--- src/rtl/vpts_pkg.sv ---
package vpts_pkg;
  localparam int NUM_PER = 4;
  localparam int SEL_W   = 2;
  typedef logic [SEL_W-1:0] per_sel_t;
endpackage

--- src/rtl/vpts_period_bank.sv ---
module vpts_period_bank
  import vpts_pkg::*;
#(
  parameter int TICK_W     = 8,
  parameter int MIN_PERIOD = 4
) (
  input  logic              clk_i,
  input  logic              rst_ni,
  input  logic              wr_en_i,
  input  per_sel_t          wr_idx_i,
  input  logic [TICK_W-1:0] wr_val_i,
  input  per_sel_t          rd_idx_i,
  output logic [TICK_W-1:0] rd_val_o,
  output per_sel_t          max_idx_o,
  input  logic [TICK_W-1:0] need_i,
  output per_sel_t          fit_idx_o,
  output logic [TICK_W-1:0] fit_val_o,
  output logic              fit_ok_o
);
  localparam logic [TICK_W-1:0] FLOOR = TICK_W'(MIN_PERIOD);

  logic [TICK_W-1:0] per_q [NUM_PER];
  logic [TICK_W-1:0] max_val;

  for (genvar g = 0; g < NUM_PER; g++) begin : g_reg
    always_ff @(posedge clk_i or negedge rst_ni) begin
      if (!rst_ni)
        per_q[g] <= FLOOR;
      else if (wr_en_i && wr_idx_i == per_sel_t'(g))
        per_q[g] <= (wr_val_i < FLOOR) ? FLOOR : wr_val_i;
    end
  end

  assign rd_val_o = per_q[rd_idx_i];

  // largest register, lowest index on tie
  always_comb begin
    max_idx_o = '0;
    max_val   = per_q[0];
    for (int i = 1; i < NUM_PER; i++) begin
      if (per_q[i] > max_val) begin
        max_val   = per_q[i];
        max_idx_o = per_sel_t'(i);
      end
    end
  end

  // round a need up to the tightest covering period
  always_comb begin
    fit_ok_o  = 1'b0;
    fit_idx_o = '0;
    fit_val_o = '0;
    for (int i = 0; i < NUM_PER; i++) begin
      if (per_q[i] >= need_i && (!fit_ok_o || per_q[i] < fit_val_o)) begin
        fit_ok_o  = 1'b1;
        fit_idx_o = per_sel_t'(i);
        fit_val_o = per_q[i];
      end
    end
    if (!fit_ok_o) begin
      fit_idx_o = max_idx_o;
      fit_val_o = max_val;
    end
  end
endmodule

--- src/rtl/vpts_cycle_timer.sv ---
module vpts_cycle_timer #(
  parameter int TICK_W = 8
) (
  input  logic              clk_i,
  input  logic              rst_ni,
  input  logic              start_i,
  input  logic [TICK_W-1:0] per_i,
  input  logic [TICK_W-1:0] guard_i,
  output logic              active_o,
  output logic              last_o,
  output logic              tck_o,
  output logic [TICK_W-1:0] cnt_o,
  output logic [TICK_W-1:0] per_o,
  output logic [TICK_W-1:0] gap_o
);
  logic [TICK_W-1:0] half_in, gap_in;
  logic [TICK_W-1:0] cnt_q, per_q, gap_q, half_q;
  logic              active_q;

  assign half_in = per_i >> 1;
  assign gap_in  = (guard_i >= half_in) ? half_in - 1'b1 : guard_i;

  always_ff @(posedge clk_i or negedge rst_ni) begin
    if (!rst_ni) begin
      active_q <= 1'b0;
      cnt_q    <= '0;
      per_q    <= '0;
      gap_q    <= '0;
      half_q   <= '0;
    end else if (start_i) begin
      active_q <= 1'b1;
      cnt_q    <= '0;
      per_q    <= per_i;
      gap_q    <= gap_in;
      half_q   <= half_in;
    end else if (last_o) begin
      active_q <= 1'b0;
      cnt_q    <= '0;
    end else if (active_q) begin
      cnt_q <= cnt_q + 1'b1;
    end
  end

  assign last_o   = active_q && (cnt_q == per_q - 1'b1);
  assign tck_o    = active_q && (cnt_q >= gap_q) && ((cnt_q - gap_q) < half_q);
  assign active_o = active_q;
  assign cnt_o    = cnt_q;
  assign per_o    = per_q;
  assign gap_o    = gap_q;
endmodule

--- src/rtl/vpts_result.sv ---
module vpts_result #(
  parameter int NUM_PO = 4,
  parameter int ERR_W  = 8
) (
  input  logic              clk_i,
  input  logic              rst_ni,
  input  logic              sample_i,
  input  logic [NUM_PO-1:0] po_i,
  input  logic [NUM_PO-1:0] exp_i,
  output logic              done_o,
  output logic              mismatch_o,
  output logic [ERR_W-1:0]  err_cnt_o
);
  logic miss;
  assign miss = (po_i != exp_i);

  always_ff @(posedge clk_i or negedge rst_ni) begin
    if (!rst_ni) begin
      done_o     <= 1'b0;
      mismatch_o <= 1'b0;
      err_cnt_o  <= '0;
    end else begin
      done_o <= sample_i;
      if (sample_i) begin
        mismatch_o <= miss;
        if (miss && err_cnt_o != '1) err_cnt_o <= err_cnt_o + 1'b1;
      end
    end
  end
endmodule

--- src/rtl/vp_test_seq.sv ---
module vp_test_seq
  import vpts_pkg::*;
#(
  parameter int NUM_PI     = 4,
  parameter int NUM_PO     = 4,
  parameter int TICK_W     = 8,
  parameter int MIN_PERIOD = 4,
  parameter int ERR_W      = 8,
  parameter int TOTAL_W    = 24
) (
  input  logic               clk_i,
  input  logic               rst_ni,
  input  logic               cfg_we_i,
  input  logic [1:0]         cfg_idx_i,
  input  logic [TICK_W-1:0]  cfg_val_i,
  input  logic [TICK_W-1:0]  guard_i,
  input  logic               sync_mode_i,
  input  logic [TICK_W-1:0]  fit_need_i,
  output logic [1:0]         fit_sel_o,
  output logic [TICK_W-1:0]  fit_ticks_o,
  output logic               fit_ok_o,
  input  logic               pat_valid_i,
  output logic               pat_ready_o,
  input  logic [1:0]         pat_sel_i,
  input  logic [NUM_PI-1:0]  pat_pi_i,
  input  logic               pat_scan_i,
  input  logic [NUM_PO-1:0]  pat_exp_i,
  output logic [NUM_PI-1:0]  dut_pi_o,
  output logic               dut_scan_o,
  output logic               tck_o,
  input  logic [NUM_PO-1:0]  dut_po_i,
  output logic               cmp_valid_o,
  output logic               mismatch_o,
  output logic [ERR_W-1:0]   err_cnt_o,
  output logic [TOTAL_W-1:0] total_ticks_o
);
  per_sel_t          sel_eff, max_idx;
  logic [TICK_W-1:0] sel_per, cnt, per_cur, gap_cur;
  logic              active, last, accept;
  logic [NUM_PI-1:0] pi_q;
  logic              scan_q;
  logic [NUM_PO-1:0] exp_q;
  logic [TOTAL_W-1:0] total_q;

  assign pat_ready_o = !active || last;
  assign accept      = pat_valid_i && pat_ready_o;
  assign sel_eff     = sync_mode_i ? max_idx : per_sel_t'(pat_sel_i);

  vpts_period_bank #(.TICK_W(TICK_W), .MIN_PERIOD(MIN_PERIOD)) u_bank (
    .clk_i     (clk_i),
    .rst_ni    (rst_ni),
    .wr_en_i   (cfg_we_i),
    .wr_idx_i  (per_sel_t'(cfg_idx_i)),
    .wr_val_i  (cfg_val_i),
    .rd_idx_i  (sel_eff),
    .rd_val_o  (sel_per),
    .max_idx_o (max_idx),
    .need_i    (fit_need_i),
    .fit_idx_o (fit_sel_o),
    .fit_val_o (fit_ticks_o),
    .fit_ok_o  (fit_ok_o)
  );

  vpts_cycle_timer #(.TICK_W(TICK_W)) u_timer (
    .clk_i    (clk_i),
    .rst_ni   (rst_ni),
    .start_i  (accept),
    .per_i    (sel_per),
    .guard_i  (guard_i),
    .active_o (active),
    .last_o   (last),
    .tck_o    (tck_o),
    .cnt_o    (cnt),
    .per_o    (per_cur),
    .gap_o    (gap_cur)
  );

  vpts_result #(.NUM_PO(NUM_PO), .ERR_W(ERR_W)) u_res (
    .clk_i      (clk_i),
    .rst_ni     (rst_ni),
    .sample_i   (last),
    .po_i       (dut_po_i),
    .exp_i      (exp_q),
    .done_o     (cmp_valid_o),
    .mismatch_o (mismatch_o),
    .err_cnt_o  (err_cnt_o)
  );

  always_ff @(posedge clk_i or negedge rst_ni) begin
    if (!rst_ni) begin
      pi_q    <= '0;
      scan_q  <= 1'b0;
      exp_q   <= '0;
      total_q <= '0;
    end else begin
      if (accept) begin
        pi_q   <= pat_pi_i;
        scan_q <= pat_scan_i;
        exp_q  <= pat_exp_i;
      end
      if (active) total_q <= total_q + 1'b1;
    end
  end

  assign dut_pi_o      = pi_q;
  assign dut_scan_o    = scan_q;
  assign total_ticks_o = total_q;
endmodule

--- config.mk ---
export PLATFORM = sky130hd
export DESIGN_NAME = vp_test_seq
export DESIGN_NICKNAME = d
export VERILOG_FILES = /design/src/rtl/vpts_pkg.sv /design/src/rtl/vpts_period_bank.sv /design/src/rtl/vpts_cycle_timer.sv /design/src/rtl/vpts_result.sv /design/src/rtl/vp_test_seq.sv
export SDC_FILE = /design/constraint.sdc
export NUM_CORES = 1
export LEC_CHECK = 0
export BUFFER_PORTS_ARGS = -buffer_cell sky130_fd_sc_hd__buf_2
export CAP_MARGIN = 20
export CORE_ASPECT_RATIO = 0.8
export CORE_UTILIZATION = 55
export DETAILED_ROUTE_END_ITERATION = 6
export PLACE_DENSITY = 0.87
export SYNTH_ARGS = -nofsm -noshare
export SYNTH_HDL_FRONTEND = slang
export SYNTH_SLANG_ARGS = --single-unit
--- constraint.sdc ---
create_clock -name clk_i -period 10.65 [get_ports clk_i]
set_input_delay 2.13 -clock clk_i [delete_from_list [all_inputs] [get_ports clk_i]]
set_output_delay 2.13 -clock clk_i [all_outputs]
set_load 0.03 [all_outputs]
# After elaboration in Yosys (flattened, before gate mapping)
# Index checks and enable logic that the tools add are counted.
[word_totals] regBits=107 output_inout_bits=52 wordCells=98
[classes] addsub=6 order_cmp=15 n_eq_ne=6 mux=30 n_bitwise=1 n_reduce_logical=24
[op_table] operator="8-bit 2-to-1 mux" n=15
[op_table] operator="8-bit greater-or-equal comparator" n=5
[op_table] operator="24-bit by 1-bit adder with 24-bit output, second input constant" n=1
[op_table] operator="8-bit > comparator" n=3
[op_table] operator="8-bit < comparator" n=3
[op_table] operator="8-bit by 1-bit adder with 8-bit output, second input constant" n=2
[op_table] operator="8-bit binary-select mux with 2-bit select" n=1
[op_table] operator="1-bit logical AND" n=12
[op_table] operator="2-bit 2-to-1 mux" n=6
[op_table] operator="8-bit equality test" n=1
[op_table] operator="8-bit by 7-bit greater-or-equal comparator with 1-bit output" n=1
[op_table] operator="8-bit by 3-bit < comparator with 1-bit output, second input constant" n=1
[op_table] operator="8-bit by 7-bit < comparator with 1-bit output" n=1
[op_table] operator="1-bit 2-to-1 mux" n=8
[op_table] operator="8-bit inequality test, second input constant" n=1
[op_table] operator="7-bit by 1-bit subtractor with 8-bit output, second input constant" n=1
[op_table] operator="8-bit by 1-bit subtractor with 8-bit output, second input constant" n=1
[op_table] operator="8-bit subtractor" n=1
[op_table] operator="2-bit equality test, second input constant" n=2
[op_table] operator="1-bit logical NOT" n=4
[op_table] operator="1-bit logical OR" n=4
[op_table] operator="4-bit inequality test" n=1
[op_table] operator="3-bit greater-or-equal comparator, second input constant" n=1
[op_table] operator="2-bit NOT with 3-bit output" n=1
[op_table] operator="other kinds (5)" n=5

# Logic depth before layout (Yosys ltp)
# Gate-level depths: netlist (run 1).
[depth] depth_word=15 ltp_mapped=38

# Cells and area by module
# From an unflattened synthesis (run 1), not the netlist that was laid out.
[hier_totals] hier_cells=833 hier_area_um2=8002.7
[by_module_without_submodules] module="vpts_period_bank" n_inst=1 cells_each=439 area_each_um2=3923.8
[by_module_without_submodules] module="vpts_cycle_timer" n_inst=1 cells_each=238 area_each_um2=2074.5
[by_module_without_submodules] module="vp_test_seq" n_inst=1 cells_each=110 area_each_um2=1458.9
[by_module_without_submodules] module="vpts_result" n_inst=1 cells_each=46 area_each_um2=545.5

# Worst setup path after synthesis (run 1)
# No wires, ideal clock.
[synth_timing] path_type="in2out" startpoint="input port fit_need_i[0]" endpoint="output port fit_ticks_o[6]" t_arrival_ns=8.063 setup_slack_ns=0.457 cell_stages=33 cell_sequence="ha_1 -> nand2b_1 -> a2111oi_0 -> nand4b_1 -> nand2_1 -> buf_2 -> nand2_1 -> ha_1 -> a21o_1 -> a21o_1 -> a21oi_1 -> o21ai_1 -> nand2_1 -> nand2_1 -> mux2i_1 -> inv_1 -> ha_1 -> a21o_1 -> a21o_1 -> a21oi_1 -> o21ai_0 -> nand2_1 -> o21ai_0 -> a21o_1 -> buf_2 -> mux2i_1 -> ha_1 -> a211o_1 -> nand2b_1 -> a2111oi_4 -> and3b_1 -> o21ai_1 -> o211ai_1"
[synth_via] elab_chain_cells=15 elab_cells_between_ends=25 classes_between="order compare (7); mux (9); reduce/logical (9)"
[synth_lines] item="start, declared" line_no="vp_test_seq.sv:18" rtl="input logic [TICK_W-1:0] fit_need_i,"
[synth_lines] item="8-bit greater-or-equal comparator" line_no="vpts_period_bank.sv:54" rtl="if (per_q[i] >= need_i && (!fit_ok_o || per_q[i] < fit_val_o)) begin"
[synth_lines] item="8-bit 2-to-1 mux / 1-bit 2-to-1 mux (equally long branches)" line_no="vpts_period_bank.sv:54"
[synth_lines] item="8-bit < comparator / 1-bit logical NOT (equally long branches)" line_no="vpts_period_bank.sv:54"
[synth_lines] item="1-bit logical OR" line_no="vpts_period_bank.sv:54"
[synth_lines] item="1-bit logical AND" line_no="vpts_period_bank.sv:54"
[synth_lines] item="8-bit 2-to-1 mux / 1-bit 2-to-1 mux (equally long branches)" line_no="vpts_period_bank.sv:54"
[synth_lines] item="8-bit < comparator / 1-bit logical NOT (equally long branches)" line_no="vpts_period_bank.sv:54"
[synth_lines] item="1-bit logical OR" line_no="vpts_period_bank.sv:54"
[synth_lines] item="1-bit logical AND" line_no="vpts_period_bank.sv:54"
[synth_lines] item="8-bit 2-to-1 mux / 1-bit 2-to-1 mux (equally long branches)" line_no="vpts_period_bank.sv:54"
[synth_lines] item="8-bit < comparator / 1-bit logical NOT (equally long branches)" line_no="vpts_period_bank.sv:54"
[synth_lines] item="1-bit logical OR" line_no="vpts_period_bank.sv:54"
[synth_lines] item="1-bit logical AND" line_no="vpts_period_bank.sv:54"
[synth_lines] item="8-bit 2-to-1 mux / 1-bit 2-to-1 mux (equally long branches)" line_no="vpts_period_bank.sv:54"
[synth_lines] item="8-bit 2-to-1 mux *" line_no="vpts_period_bank.sv:60" rtl="if (!fit_ok_o) begin"
[synth_lines] item="end, declared" line_no="vp_test_seq.sv:20" rtl="output logic [TICK_W-1:0] fit_ticks_o,"
# Every way passes the cells marked *; elsewhere a longest branch is shown, timed or not.

# Worst setup path after layout (run 1)
[layout_timing] startpoint="input port fit_need_i[0]" endpoint="output port fit_ticks_o[4]"
# Same word-level chain as after synthesis.

==> results.yml, run 1 <==
outcome:
  status: "complete, no violations"
critical_path:
  path_buf_inv: 5
  path_delay_family: "compound AO/OA/AOI/OAI gates"
  start_kind: "primary input"
  rrSetupSlack_ps: 2220
  critPathMaxFanout: 8
  critical_path_class: "in2out"
  timing.rr.start: "u_bank.per_q[30]$_DFFE_PN0P_"
  reg2reg_to: "u_timer.gap_o[5]$_DFFE_PN0P_"
  rr_worst_depth: 34
  slowest_delay_ps: 350
  cpMostUsedCell: "a21o_1"
  cp_slowest_cell: "a2111oi_4"
  worstPathRequired_ps: 8520
  end_kind: "output port"
  worstPathArrival_ps: 8200
synthesis:
  yosysWarnings: 0
  ys_ff_latch: 100
  synthArstFlopShare_pct: 100
  synth_cell_types: 82
  postSynthCellCount: 873
  synth-main-ff-cell: "dfrtp_1"
  syn-num-nets: 1023
  synth_common_cells: "ha_1 (103), nand2_1 (100), dfrtp_1 (96)"
  synth_largest_area_cell: "dfrtp_1"
  netlist_area_um2: 7990
  seq_area_frac_synth_pct: 31.4
  yosysMostFrequentCell: "ha_1"
  synth_top_cell_area_share_pct: 30.1
  syn_avg_cell_area_um2: 9.15
  yosys-top-cells-area: "dfrtp_1 (30%), ha_1 (16%), nand2_1 (4.7%)"
  synth_edf_count: 0
die:
  core_area_um2: 13900
  initial_core_util_pct: 57.5
  fp.dieW_um: 137
  die_y_um: 110
  ios: 98
  rows: 38
  die_area_um2: 15000
power_and_ir_drop:
  power_density_nw_per_um2: 298
  p_leak_nw: 4.39
  swShare_pct: 50.8
  p_seq_share_pct: 23.9
  p_comb_share_pct: 64.0
  clockPowerShare_pct: 12.2
  internal-power_mw: 1.33
  peakVddDrop_v: 0.000225
  power_switching_mw: 1.37
final_layout:
  fin_cells: 1156
  num-nets-final: 1121
  syn2layout_area_growth_pct: 13.3
  drive_above_1_share_pct: 18.9
  multi_input_area_um2: 5190
  diodes: 0
  final_area_um2: 9050
  seq_area_um2: 2510
  postLayoutCoreUtil_pct: 65.2
  fillCellCount: 1146
grt:
  track_usage_pct: 29.6
  grt-ovfl-total: 0
  grt_pass1_vias: 6405
  grt_max_degree: 65
  antenna_found_initial: 1
  grt_pass1_wl_um: 33600
clock_tree:
  numCtsBuffers: 9
  cts_tree: "yes"
  clk_pin_slew_ps: 70
  root_buffer: "clkbuf_16"
  h-tree-depth: 3
  holdBufCountCts: 0
  clockBufferDepth: 2
  clock-sinks: 100
  clock_latency_ps: 350
sta:
  slew_viol_final: 0
  relSlewSlack_pct: 31.8
  skew_ps: 11.3
  fmax_ghz: 0.0968
  layout_min_cycle_time_ps: 10330
  setup_violations: 0
  final.setup.tns_ps: 0
  hold_violations: 0
  worst_slew_pin_slew_ps: 1020
  fin_crit_sh_pct: 97.0
place:
  finalWeightedCongestion: 0.945
  hpwl_um: 16300
  dp.cells: 1138
  placedInstanceArea_um2: 8660
  portBuffers: 97
min_path:
  worstHoldPathCells: 2
  min_from: "u_res.mismatch_o$_DFFE_PN0P_"
  hold_end: "u_res.mismatch_o$_DFFE_PN0P_"
  min_path_type: "reg2reg"
detailed_routing:
  ant_nets: 0
  post_drt_wl_per_cell_um: 18.7
  drtIter0Drc: 542
  first_pass_iters: 5
  drc_errors: 0
  wl_um: 21600
  vias_per_cell: 6.12
  vias: 7078
job:
  drv_cap: 0
-- layout make-up --
type | count | area share (%)
clock inverter | 6 | 0.664
multi-input combinational | 683 | 57.4
timing repair buffer | 107 | 6.25
inverter | 70 | 2.90
sequential | 100 | 27.7
tap | 180 | 2.49
clock buffer | 10 | 2.64
-- sequential cells by signal (all words and copies together) (netlist names) --
register and cells:
total_ticks_o 24, exp_q 4, u_timer.per_o 8, u_timer.gap_o 8, u_res.done_o 1, u_timer.cnt_o 8, dut_scan_o 1, u_timer.active_o 1
u_res.mismatch_o 1, dut_pi_o 4, u_res.err_cnt_o 8, u_bank.per_q 32
-- layout by cell type (no fill, tap or decap), types with 9 or more instances in the layout --
master	instances
clkbuf_16	9
inv_1	69
o21ai_1	25
xnor2_1	37
xor2_1	17
dfrtp_1	96
nor2b_1	10
mux2i_1	24
nand4_1	16
ha_1	103
nand2b_1	19
nand2_1	97
a21oi_1	21
buf_4	11
nand3_1	34
a21o_1	21
buf_2	95
mux2_1	10
nor2_1	31
o211ai_1	10
o21ai_0	64
mux2_2	16
nor3_1	9
-- routing by layer --
| metal | vias up | global-route usage (%) | share of wire [%] |
|---|---|---|---|
| li1 | 3356 | - | - |
| met1 | 3386 | 42.9 | 46 |
| met2 | 298 | 42.8 | 43 |
| met3 | 38 | 7.65 | 8.9 |
| met4 | 0 | 8.97 | 2.3 |
| met5 | - | 0 | 0 |
-- worst register-to-register path: cells and delay by family (launching register included) --
kind	cells	cell delay [ps]
multiplexers	2	510
adder cells (fa/ha/maj)	4	1100
AO/OA/AOI/OAI	17	3850
AND/OR/NAND/NOR	9	2130
flip-flops	1	510
buffers and inverters	2	250
-- kinds of logic (layout without fill, tap and decap cells) --
logic type      Yosys count  in the layout  share of synthesized area (%)
compound gates          218            218                           18.9
mux                      54             54                           7.24
simple gates            253            253                           15.6
fa+ha+maj               104            104                           16.4
flops                   100            100                           31.4
xor+xnor                 54             54                           5.92
buf+inv                  90            193                           4.54
-- through the flow --
step | setup slack, ps | power, mW | hold slack, ps
2_1_floorplan | 457 | 1.86 | 456
3_3_place_gp | 283 | 2.22 | 459
3_5_place_dp | 48.8 | 2.28 | 476
4_1_cts | 0.0346 | 2.64 | 492
5_1_grt | -73.6 | 2.89 | 505
6_report | 316 | 2.70 | 487
-- worst max-delay path by stage --
| stage | from | endpoint | slack [ps] | depth (start not counted) |
|---|---|---|---|---|
| 6_report | fit_need_i[0] | fit_ticks_o[4] | 320 | 37 |
| 5_1_grt | fit_need_i[0] | fit_ticks_o[0] | -70 | 37 |
| 4_1_cts | fit_need_i[0] | fit_ticks_o[3] | 0.03 | 32 |
| 3_5_place_dp | fit_need_i[0] | fit_ticks_o[6] | 50 | 32 |
| 3_3_place_gp | fit_need_i[0] | fit_ticks_o[3] | 280 | 32 |
| 2_1_floorplan | fit_need_i[0] | fit_ticks_o[6] | 460 | 33 |
-- power groups by stage --
stage / sequential (mW) / combinational, mW / clock, mW
floorplan: 0.644 / 1.21 / 0
global placement: 0.640 / 1.58 / 0
CTS: 0.640 / 1.66 / 0.332
detailed placement: 0.644 / 1.64 / 0
finish: 0.644 / 1.73 / 0.328
global route: 0.657 / 1.89 / 0.348
-- what timing repair did --
item / CTS / global route
gates resized for setup: 0 / 21
endpoints found under the setup margin: 0 / 10
setup buffers: 0 / 2
Note: power is estimated with default switching activity, not from simulation.
==> run 2: changes to the inputs <==
CTS_BUF_LIST = sky130_fd_sc_hd__clkbuf_8   (was unset)
REMOVE_ABC_BUFFERS = 1   (was unset)
SLEW_MARGIN = 5   (was unset)
==> run 2 against run 1 <==
  * Clock skew increased by 4.3 ps
  * Maximum frequency rose by 0.25%
  * Power fell by 3.1%
==> results.yml, run 2 (same netlist as run 1, synthesis figures left out) <==
job:
  drv_cap: 0
final_layout:
  largest_reg_flops: 32
  fin_cells: 1159
  fillCellCount: 1139
  postLayoutCoreUtil_pct: 64.8
  num-nets-final: 1124
  diodes: 0
  top_register: "u_bank.per_q"
  syn2layout_area_growth_pct: 12.6
  drive_above_1_share_pct: 19.2
  final_cell_mix: "ha_1 (103), dfrtp_1 (96), nand2_1 (95), buf_2 (89), inv_1 (70)"
  final_area_um2: 8990
  layout_commonest_cell: "ha_1"
critical_path:
  worstPathArrival_ps: 8180
  cp_slowest_cell: "ha_1"
  end_kind: "output port"
  cpMostUsedCell: "a21o_1"
  critical_path_class: "in2out"
  start_kind: "primary input"
  critPathMaxFanout: 8
  worstPathRequired_ps: 8520
  slowest_delay_ps: 320
die:
  initial_core_util_pct: 57.5
  fp.dieW_um: 137
  rows: 38
  ios: 98
  die_area_um2: 15000
  die_y_um: 110
  core_area_um2: 13900
sta:
  final.setup.tns_ps: 0
  fmax_ghz: 0.0970
  slew_viol_final: 0
  relSlewSlack_pct: 35.0
  hold_violations: 0
  worst_slew_pin_slew_ps: 976
  layout_min_cycle_time_ps: 10310
  holdWs_ps: 495
  setup_violations: 0
  skew_ps: 15.6
  fin_crit_sh_pct: 96.8
min_path:
  min_path_type: "reg2reg"
grt:
  grt_pass1_vias: 6500
  track_usage_pct: 28.9
  grt-ovfl-total: 0
  grt_max_degree: 78
  grt_pass1_wl_um: 33100
  antenna_found_initial: 1
detailed_routing:
  first_pass_iters: 6
  vias_per_cell: 6.08
  post_drt_wl_per_cell_um: 18.1
  drc_errors: 0
  drtIter0Drc: 577
  ant_nets: 0
  wl_um: 20900
  vias: 7048
power_and_ir_drop:
  p_leak_nw: 4.35
  power_density_nw_per_um2: 291
  peakVddDrop_v: 0.000141
place:
  portBuffers: 97
  hpwl_um: 15800
  placedInstanceArea_um2: 8660
  finalWeightedCongestion: 0.897
  dp.cells: 1138
clock_tree:
  clk_pin_slew_ps: 110
  cts_tree: "yes"
  root_buffer: "clkbuf_8"
  clock-sinks: 100
  numCtsBuffers: 9
  holdBufCountCts: 0
  h-tree-depth: 3
  clockBufferDepth: 2
  clock_latency_ps: 400
outcome:
  status: "complete, no violations"
[run 2: changes by cell type in the layout (fill, tap and decap cells not counted), sizes merged]
| cell | change |
|---|---|
| clkinvlp | +1 |
| clkinv | +1 |
| clkbuf | -2 |
| buf | +4 |
| inv | -1 |
[run 2: final cells by class]
| cell class | count | area, um^2 | share of cell area (%) |
|---|---|---|---|
| repair buffers | 110 | 618 | 6.88 |
| inverters | 70 | 263 | 2.92 |
| well taps | 180 | 225 | 2.51 |
| clock buffers | 9 | 124 | 1.38 |
| flip-flops and latches | 100 | 2510 | 27.9 |
| clock inverters | 7 | 67.6 | 0.752 |
| multi-input cells | 683 | 5180 | 57.7 |
[run 2: routing by layer]
layer | vias up | GRT usage [%] | wire [um]
li1 | 3349 | - | -
met1 | 3315 | 41.0 | 9640
met2 | 344 | 42.4 | 8690
met3 | 40 | 8.99 | 2210
met4 | 0 | 7.06 | 394
met5 | - | 0 | 0
[run 2: worst paths after layout]
path / slack [ps] / end / cells past startpoint / from
max: 340 / fit_ticks_o[1] / 38 / fit_need_i[0]
min: 500 / total_ticks_o[23]$_DFFE_PN0P_ / 1 / total_ticks_o[23]$_DFFE_PN0P_
max reg2reg: 1890 / u_timer.gap_o[5]$_DFFE_PN0P_ / 34 / u_bank.per_q[30]$_DFFE_PN0P_
min reg2reg: 500 / total_ticks_o[23]$_DFFE_PN0P_ / 1 / total_ticks_o[23]$_DFFE_PN0P_
max in group asynchronous: 7790 / u_timer.cnt_o[2]$_DFFE_PN0P_ / 2 / rst_ni
min in group asynchronous: 1610 / dut_pi_o[2]$_DFFE_PN0P_ / 1 / rst_ni
[run 2: stage by stage]
stage | power, mW | setup WS (ps)
after floorplan | 1.83 | 474
after global placement | 2.20 | 265
after detailed placement | 2.27 | 79.3
after CTS | 2.53 | 40.0
after global routing | 2.81 | -28.5
final | 2.61 | 342
[run 2: power breakdown]
group / switching, mW / total [mW] / internal, mW
clock: 0.154 / 0.245 / 0.0911
combinational: 1.04 / 1.74 / 0.698
sequential: 0.146 / 0.626 / 0.480
total: 1.34 / 2.61 / 1.27
[run 2: critical path: cells and delay by family]
family                     cells  cell delay (ps)
muxes                          2              370
and+or+nand+nor               10              960
AOI/OAI and AO/OA             16             2620
buffers and inverters          6              940
adders and majority gates      4             1130
[run 2: repair_timing]
item,CTS,global route
resized for setup,0,41
endpoints found under the setup margin,0,10
setup buffers,0,4
